## src/rtl/nmac_pkg.sv

```systemverilog
package nmac_pkg;
   typedef enum logic {
      OP_DOT  = 1'b0,
      OP_DIST = 1'b1
   } nmac_op_e;
endpackage

```

## src/rtl/nmac_prod.sv

```systemverilog
// Pre-adder plus multiplier, one registered stage.
module nmac_prod #(
   parameter int DW = 16,
   parameter int PW = 2 * DW + 2
) (
   input  logic                 clk,
   input  logic                 rst_n,
   input  logic                 en,
   input  nmac_pkg::nmac_op_e   op,
   input  logic [DW-1:0]        x,
   input  logic [DW-1:0]        w,
   output logic signed [PW-1:0] prod
);
   localparam int EW = DW + 1;

   logic signed [EW-1:0] xe, we, diff, opa, opb;
   logic signed [PW-1:0] prod_c;

   always_comb begin
      xe   = EW'($signed(x));
      we   = EW'($signed(w));
      diff = xe - we;
      if (op == nmac_pkg::OP_DIST) begin
         opa = diff;
         opb = diff;
      end else begin
         opa = xe;
         opb = we;
      end
      prod_c = PW'(opa) * PW'(opb);
   end

   always_ff @(posedge clk or negedge rst_n) begin
      if (!rst_n)  prod <= '0;
      else if (en) prod <= prod_c;
   end
endmodule

```

## src/rtl/nmac_accum.sv

```systemverilog
// Accumulating adder with load-on-clear.
module nmac_accum #(
   parameter int PW = 34,
   parameter int AW = 40
) (
   input  logic                 clk,
   input  logic                 rst_n,
   input  logic                 clr,
   input  logic                 add_en,
   input  logic signed [PW-1:0] prod,
   output logic [AW-1:0]        acc
);
   logic [AW-1:0] prod_ext;
   assign prod_ext = AW'(prod);

   always_ff @(posedge clk or negedge rst_n) begin
      if (!rst_n)      acc <= '0;
      else if (clr)    acc <= add_en ? prod_ext : '0;
      else if (add_en) acc <= acc + prod_ext;
   end
endmodule

```

## src/rtl/nmac_ctrl.sv

```systemverilog
// Flag pipeline shared by all lanes.
module nmac_ctrl (
   input  logic clk,
   input  logic rst_n,
   input  logic in_valid,
   input  logic start_vector,
   input  logic last_element,
   output logic s1_valid,
   output logic s1_clr,
   output logic result_valid
);
   logic s1_last;

   always_ff @(posedge clk or negedge rst_n) begin
      if (!rst_n) begin
         s1_valid     <= 1'b0;
         s1_clr       <= 1'b0;
         s1_last      <= 1'b0;
         result_valid <= 1'b0;
      end else begin
         s1_valid     <= in_valid;
         s1_clr       <= start_vector;
         s1_last      <= in_valid & last_element;
         result_valid <= s1_valid & s1_last;
      end
   end
endmodule

```

## src/rtl/nmac_array4.sv

```systemverilog
module nmac_array4 #(
   parameter int LANES = 4,
   parameter int DW    = 16,
   parameter int AW    = 40
) (
   input  logic                clk,
   input  logic                rst_n,
   input  logic                op_dist,
   input  logic                in_valid,
   input  logic                start_vector,
   input  logic                last_element,
   input  logic [DW-1:0]       weight_in,
   input  logic [LANES*DW-1:0] data_in,
   output logic                result_valid,
   output logic [LANES*AW-1:0] result_bus
);
   localparam int PW = 2 * DW + 2;

   generate
      if (LANES < 1) begin : g_bad_lanes
         $error("nmac_array4: LANES must be at least 1");
      end
      if (DW < 2) begin : g_bad_dw
         $error("nmac_array4: DW must be at least 2");
      end
      if (AW < PW) begin : g_bad_aw
         $error("nmac_array4: AW must hold one full product");
      end
   endgenerate

   nmac_pkg::nmac_op_e op;
   logic s1_valid, s1_clr;

   assign op = nmac_pkg::nmac_op_e'(op_dist);

   nmac_ctrl u_ctrl (
      .clk          (clk),
      .rst_n        (rst_n),
      .in_valid     (in_valid),
      .start_vector (start_vector),
      .last_element (last_element),
      .s1_valid     (s1_valid),
      .s1_clr       (s1_clr),
      .result_valid (result_valid)
   );

   for (genvar g = 0; g < LANES; g++) begin : g_lane
      logic signed [PW-1:0] prod;

      nmac_prod #(.DW(DW), .PW(PW)) u_prod (
         .clk   (clk),
         .rst_n (rst_n),
         .en    (in_valid),
         .op    (op),
         .x     (data_in[g*DW +: DW]),
         .w     (weight_in),
         .prod  (prod)
      );

      nmac_accum #(.PW(PW), .AW(AW)) u_acc (
         .clk    (clk),
         .rst_n  (rst_n),
         .clr    (s1_clr),
         .add_en (s1_valid),
         .prod   (prod),
         .acc    (result_bus[g*AW +: AW])
      );
   end
endmodule

```

## config.mk

```make
export PLATFORM = sky130hd
export DESIGN_NAME = nmac_array4
export DESIGN_NICKNAME = d
export VERILOG_FILES = /design/src/rtl/nmac_pkg.sv /design/src/rtl/nmac_prod.sv /design/src/rtl/nmac_accum.sv /design/src/rtl/nmac_ctrl.sv /design/src/rtl/nmac_array4.sv
export SDC_FILE = /design/constraint.sdc
export NUM_CORES = 2
export LEC_CHECK = 0
export BUFFER_PORTS_ARGS = -buffer_cell sky130_fd_sc_hd__buf_2
export CAP_MARGIN = 0
export CORE_MARGIN = 5
export CORE_UTILIZATION = 30
export CTS_CLUSTER_DIAMETER = 120
export DETAILED_ROUTE_END_ITERATION = 12
export PLACE_DENSITY_LB_ADDON = 0.2
export SETUP_SLACK_MARGIN = 0.05
export SLEW_MARGIN = 20
export SYNTH_ARGS = -nofsm -noshare
export SYNTH_HDL_FRONTEND = slang
export SYNTH_HIERARCHICAL = 1
export SYNTH_SLANG_ARGS = --single-unit
export TNS_END_PERCENT = 5
```

## constraint.sdc

```tcl
create_clock -name clk -period 7.4 [get_ports clk]
set_clock_uncertainty 0.15 [all_clocks]
set_input_delay 1.11 -clock clk [delete_from_list [all_inputs] [get_ports clk]]
set_output_delay 1.11 -clock clk [all_outputs]
set_load 0.02 [all_outputs]
```

# ---- After elaboration in Yosys (flattened, before gate mapping)
# Index checks and enable logic that the tools add are counted.
dict set report op_classes {
  n_mux 20
  bitwise 2
  mul 4
  add_sub_neg 8
  n_reduce_logical 1
}
# cell n
set op_table {}
lappend op_table {{$mux 40} 12}
lappend op_table {{$add 40x40->40} 4}
lappend op_table {{$mul 17x17->34} 4}
lappend op_table {{$mux 17} 8}
lappend op_table {{$sub 16x16->17} 4}
lappend op_table {{$and 1x1->1} 2}
lappend op_table {{$reduce_bool 2->1} 1}
dict set report word_totals {
  reg_bits 300
  inputBits 86
  word_cells 47
  out_inout_bits 161
}

# ---- Depth between registers and ports, before layout
dict set report logic_depth {
  ltp_word 3
  mapped_depth 34
  mapped_depth_nobuf 33
}

# ---- Cells and area by module
# Netlist, hierarchy kept.
# mod instances cells_each area_per_inst_um2 seq_area_each_um2
set by_module_without_submodules {}
lappend by_module_without_submodules {{nmac_prod (g_lane[0].u_prod ...)} 2 1514 13314.0 850.8}
lappend by_module_without_submodules {nmac_accum 4 453 3766.1 1001.0}
lappend by_module_without_submodules {{nmac_prod (g_lane[3].u_prod)} 1 1469 13230.2 850.8}
lappend by_module_without_submodules {{nmac_prod (g_lane[2].u_prod)} 1 1477 13175.1 850.8}
lappend by_module_without_submodules {nmac_ctrl 1 6 112.6 100.1}

# ---- Least setup slack after synthesis
# Ideal clock, no wire load.
dict set report synth_path {
  kind {input-to-reg}
  startpoint {input data_in[0]}
  endpoint {register g_lane[0].u_prod.prod[33]}
  required_time_ps 7132
  arrival_time_ps 8963
  setup_time_ps 118
  n_path_buf 1
  setup_slack_ps -1832
  stages 33
  path_cell_list {inv_1 > ha_1 > inv_1 > fa_1 > a211o_1 > a2111oi_4 > o21a_1 > nor3_1 > a211oi_2 > xnor2_1 > mux2_2 > nand2_1 > fa_1 > inv_1 > fa_1 > inv_1 > fa_1 > inv_1 > fa_1 > fa_1 > inv_1 > fa_1 > inv_1 > ha_1 > clkbuf_1 > and2_1 > or2_2 > a221o_1 > a21oi_1 > o31ai_1 > a211oi_1 > mux2_2 > a21o_1}
}
dict set report synth_via {
  elab_chain_cells 3
  word_cells_on_any_way 4
  classes_between {add/sub (1); mul (1); mux (2)}
}
# item line_no
set synth_lines {}
lappend synth_lines {{start: declaration} nmac_array4.sv:13} ;# input logic [LANES*DW-1:0] data_in,
lappend synth_lines {{$sub 16x16->17} nmac_prod.sv:22} ;# diff = xe - we;
lappend synth_lines {{$mux 17} nmac_prod.sv:23} ;# if (op == nmac_pkg::OP_DIST) begin
lappend synth_lines {{$mul 17x17->34 (*)} nmac_prod.sv:30} ;# prod_c = PW'(opa) * PW'(opb);
lappend synth_lines {{end signal: assignment} nmac_prod.sv:35} ;# else if (en) prod <= prod_c;
lappend synth_lines {{end: declaration} nmac_prod.sv:12} ;# output logic signed [PW-1:0] prod
# Mark *: on every way between the ends. The rest lies on a longest branch, timed or not.
# A chain may end at the register's enable or synchronous reset.

# ---- Final worst setup path
dict set report layout_path {
  startpoint {input data_in[16]}
  endpoint {register g_lane[1].u_prod.prod[33]}
}
dict set report layout_via {
  elab_chain_cells 3
  word_cells_on_any_way 4
  classes_between {add/sub (1); mul (1); mux (2)}
}
# item line_no
set layout_lines {}
lappend layout_lines {{$sub 16x16->17} nmac_prod.sv:22}
lappend layout_lines {{$mux 17} nmac_prod.sv:23}
lappend layout_lines {{$mul 17x17->34 (*)} nmac_prod.sv:30}
lappend layout_lines {{end signal: assignment} nmac_prod.sv:35}
lappend layout_lines {{end: declaration} nmac_prod.sv:12}
# Marked as above.

==> summary.md <==
The run finished, with violations left. The final reports fail on setup timing. After detailed placement, the total cell area comes to 0.0830 mm². Hold buffer count at CTS: 0. The run gives -1.17 ns as the final setup slack of the worst path.

The worst setup path is launched from an input port. The detailed-placement wirelength estimate came out at 201000 µm. The clock root buffer was clkbuf_16. In this run the worst setup path begins at data_in[16]. The number of setup violations in the final report came out at 84. Of the cells placed in the final design, the portion with a size suffix greater than 1 is 24.7%. The die is 487 µm wide.

In this run, synthesis inferred 0 flip-flops with an integrated enable. The tools report the H-tree depth as 2. The placer congestion estimate was 0.940. Master of the slowest instance on the critical path: fa_1. For the worst setup path, the data required time is 7.76 ns.

Wire segments on met2 add up to 116000 µm in the final route. Synthesis produced a netlist with a net count of 9630. The type of the tightest min-delay check was register to register. Port buffering added 246 buffers. During synthesis, Yosys emitted a total of 6 warnings.

The hold violation total from the final report came out at 0. After detailed routing, the met3 layer carries 9280 µm of wire. The layout overhead on the synthesized area is 27.5%.

The worst hold path begins at u_ctrl/s1_last. Number of optimization iterations in the first detailed-route pass: 8. The floorplan step defined a core boundary enclosing 0.227 mm². The delay of the slowest critical-path stage came out at 0.57 ns. After detailed routing, the number of remaining DRC violations is 0. The routed layout has 59248 vias. The slew at the pin closest to its max-slew limit was 0.843 ns. After layout, the worst path uses 116% of the clock period.

Class of the most critical setup path: input port to register. Setup repair after global routing could not meet its margin everywhere. The per-cell routed wire length is 19.0 µm, and the post-placement worst setup slack is -2.34 ns.

The tools report the met1 wire length as 100000 µm. The most used flip-flop cell after synthesis is dfrtp_1. The total length of routed wires is 234000 µm.

The library cell used most frequently in the layout, excluding fill and tap cells, is inv_1. The die covers 0.237 mm². The cell area that synthesis handed to floorplanning was 0.0682 mm². At the worst endpoint, the arrival time is 8.93 ns. The first routing iteration left 3019 violations. 247 I/O pins were placed. The number of global-route vias before repair is 63304. By instance count, the cell type seen most on the critical path is fa_1.

The run gives 38 as the initial antenna violation count. After filler insertion, the fill cell instance count of the layout stands at 23424. The latest clock arrival within the worst-skew pair came out at 0.62 ns. The layout net count is 11071. The worst setup path is captured at a register. For this configuration, the core starts out at a cell density of 30.1%. The tools report the worst max-slew margin expressed relative to the limit as 43.8%. In the layout the commonest cells are inv_1, buf_4, fa_1. Summed area of non-filler cells in the final layout: 0.0870 mm².

The number of nets with antenna violations after routing was 0; the maximum number of pins on one net before global-route repair was 136. The floorplan has 175 rows. The tool flagged a number of max-cap violations equal to 0. Yosys mapped the design onto 98 distinct sky130hd cell types. Startpoint of the worst-slack reg-to-reg timing path: g_lane[0].u_acc/acc[0].

The die is 487 µm tall. For this run, asynchronously set or reset flops after synthesis account for 100%. The tools report the number of pins with negative max-slew slack in the final report as 0. Global routing used 19.8% of the available tracks.

The gate count after technology mapping was 7792. For the utilization of the core after routing, the log shows 38.3%. TritonCTS built the clock tree.

Clock tree synthesis found a total of 300 sinks. Total CTS buffers: 44. The final critical delay including setup and external delays was 8.57 ns; the synthesized area per cell was 8.75 µm².

The detail-routed via count per cell works out to 4.82. The peak clock frequency supported by timing is 117 MHz, and the overflow left after global routing is 0. The maximum fanout along the worst path is 11. In this run the deepest clock path goes through 3 buffers. The share of the Yosys chip area taken by registers is 11.0%.

The detailed router used layers up to and including met5. The first global-routing pass estimated 368000 µm of wire. Clock-pin slew was measured on the worst setup and hold paths at 0.06 ns. Synthesis inferred 300 register bits.
-- critical path, delay by kind of cell --
family                   cells  cell delay, ns
buffers and inverters        7            0.84
XOR/XNOR                     1            0.11
adder cells (fa/ha/maj)      9            3.71
AO/OA/AOI/OAI                8            1.85
AND/OR/NAND/NOR              5            0.78
multiplexers                 2            0.50
-- flip-flops by register name, indices dropped and copies added (netlist names) --
signal and cells:
u_ctrl/s1_valid 1, u_ctrl/result_valid 1, u_ctrl/s1_last 1, u_ctrl/s1_clr 1, g_lane.u_prod/prod 136, g_lane.u_acc/acc 160
-- through the flow --
stage	std cells	TNS (ns)	hold WS (ns)
after floorplan	7792	-74.23	0.278
after global placement	12131	-172.05	0.287
after detailed placement	12131	-173.62	0.290
after CTS	12259	-59.81	0.304
after global routing	12290	-85.49	0.316
final	12298	-60.36	0.300
-- Yosys cell counts (all sizes together), types with 9 or more instances --
master,count,area (µm²)
a211o,16,140
dfrtp,300,7510
and3,36,225
a22oi,34,255
nor2b,47,294
and2,74,463
o21a,60,482
o21bai,32,240
a21o,152,1140
a221o,9,90.1
xor2,106,928
nand3b,10,75.1
o31ai,31,253
mux2,119,1340
nor3b,11,82.6
a31o,17,193
o211ai,33,253
clkbuf,214,803
a21oi,344,1800
a21boi,47,357
mux2i,27,315
buf,55,269
or3,36,230
fa,1192,23900
or2,29,181
nor3,92,470
o21ai,435,2190
nand2,905,3400
a22o,97,850
ha,560,7010
o31a,9,78.8
a211oi,48,370
nor2,695,2640
nand3,69,350
a31oi,67,479
nand2b,42,263
inv,1403,5270
nand4,27,169
xnor2,199,1760
-- area by class of cell --
cell class	count	area, µm²	share of cell area [%]
multi-input combinational	5821	56300	64.7
inverter	1403	5280	6.07
tap	3009	3760	4.33
antenna	29	72.6	0.0834
clock inverter	10	136	0.157
sequential	300	7510	8.64
clock buffer	63	1280	1.48
timing repair buffer	1663	12600	14.5
-- what timing repair did --
item / 4_1_cts / 5_1_grt
setup endpoints to repair: 97 / 97
buffers inserted: 55 / 10
gates cloned: 1 / 0
pin swaps: 203 / 72
gates resized for setup: 339 / 106
-- kinds of logic after synthesis --
| group | share of synthesized area [%] |
|---|---|
| buf+inv | 9.29 |
| xor+xnor | 3.94 |
| mux | 2.43 |
| flops | 11.0 |
| compound gates | 14.8 |
| fa+ha+maj | 45.3 |
| simple gates | 13.3 |
-- metal layers --
metal	vias to the layer above	GRT usage, %
li1	27958	-
met1	29898	25.6
met2	1163	34.3
met3	227	2.13
met4	2	7.06
met5	-	0
-- final timing paths --
path,end,slack (ns),cells after the start
worst max-delay path,g_lane[1].u_prod/prod[33],-1.17,32
min in group asynchronous,g_lane[2].u_acc/acc[35],0.37,1
max in group asynchronous,g_lane[1].u_acc/acc[31],5.35,2
worst min-delay path,u_ctrl/result_valid,0.30,1
worst max register to register,g_lane[0].u_acc/acc[34],3.76,13
worst min register to register,u_ctrl/result_valid,0.30,1
Power is left out: the tool's default activity adds up to more than one toggle a clock period on the data nets, which glitch-free logic cannot reach.
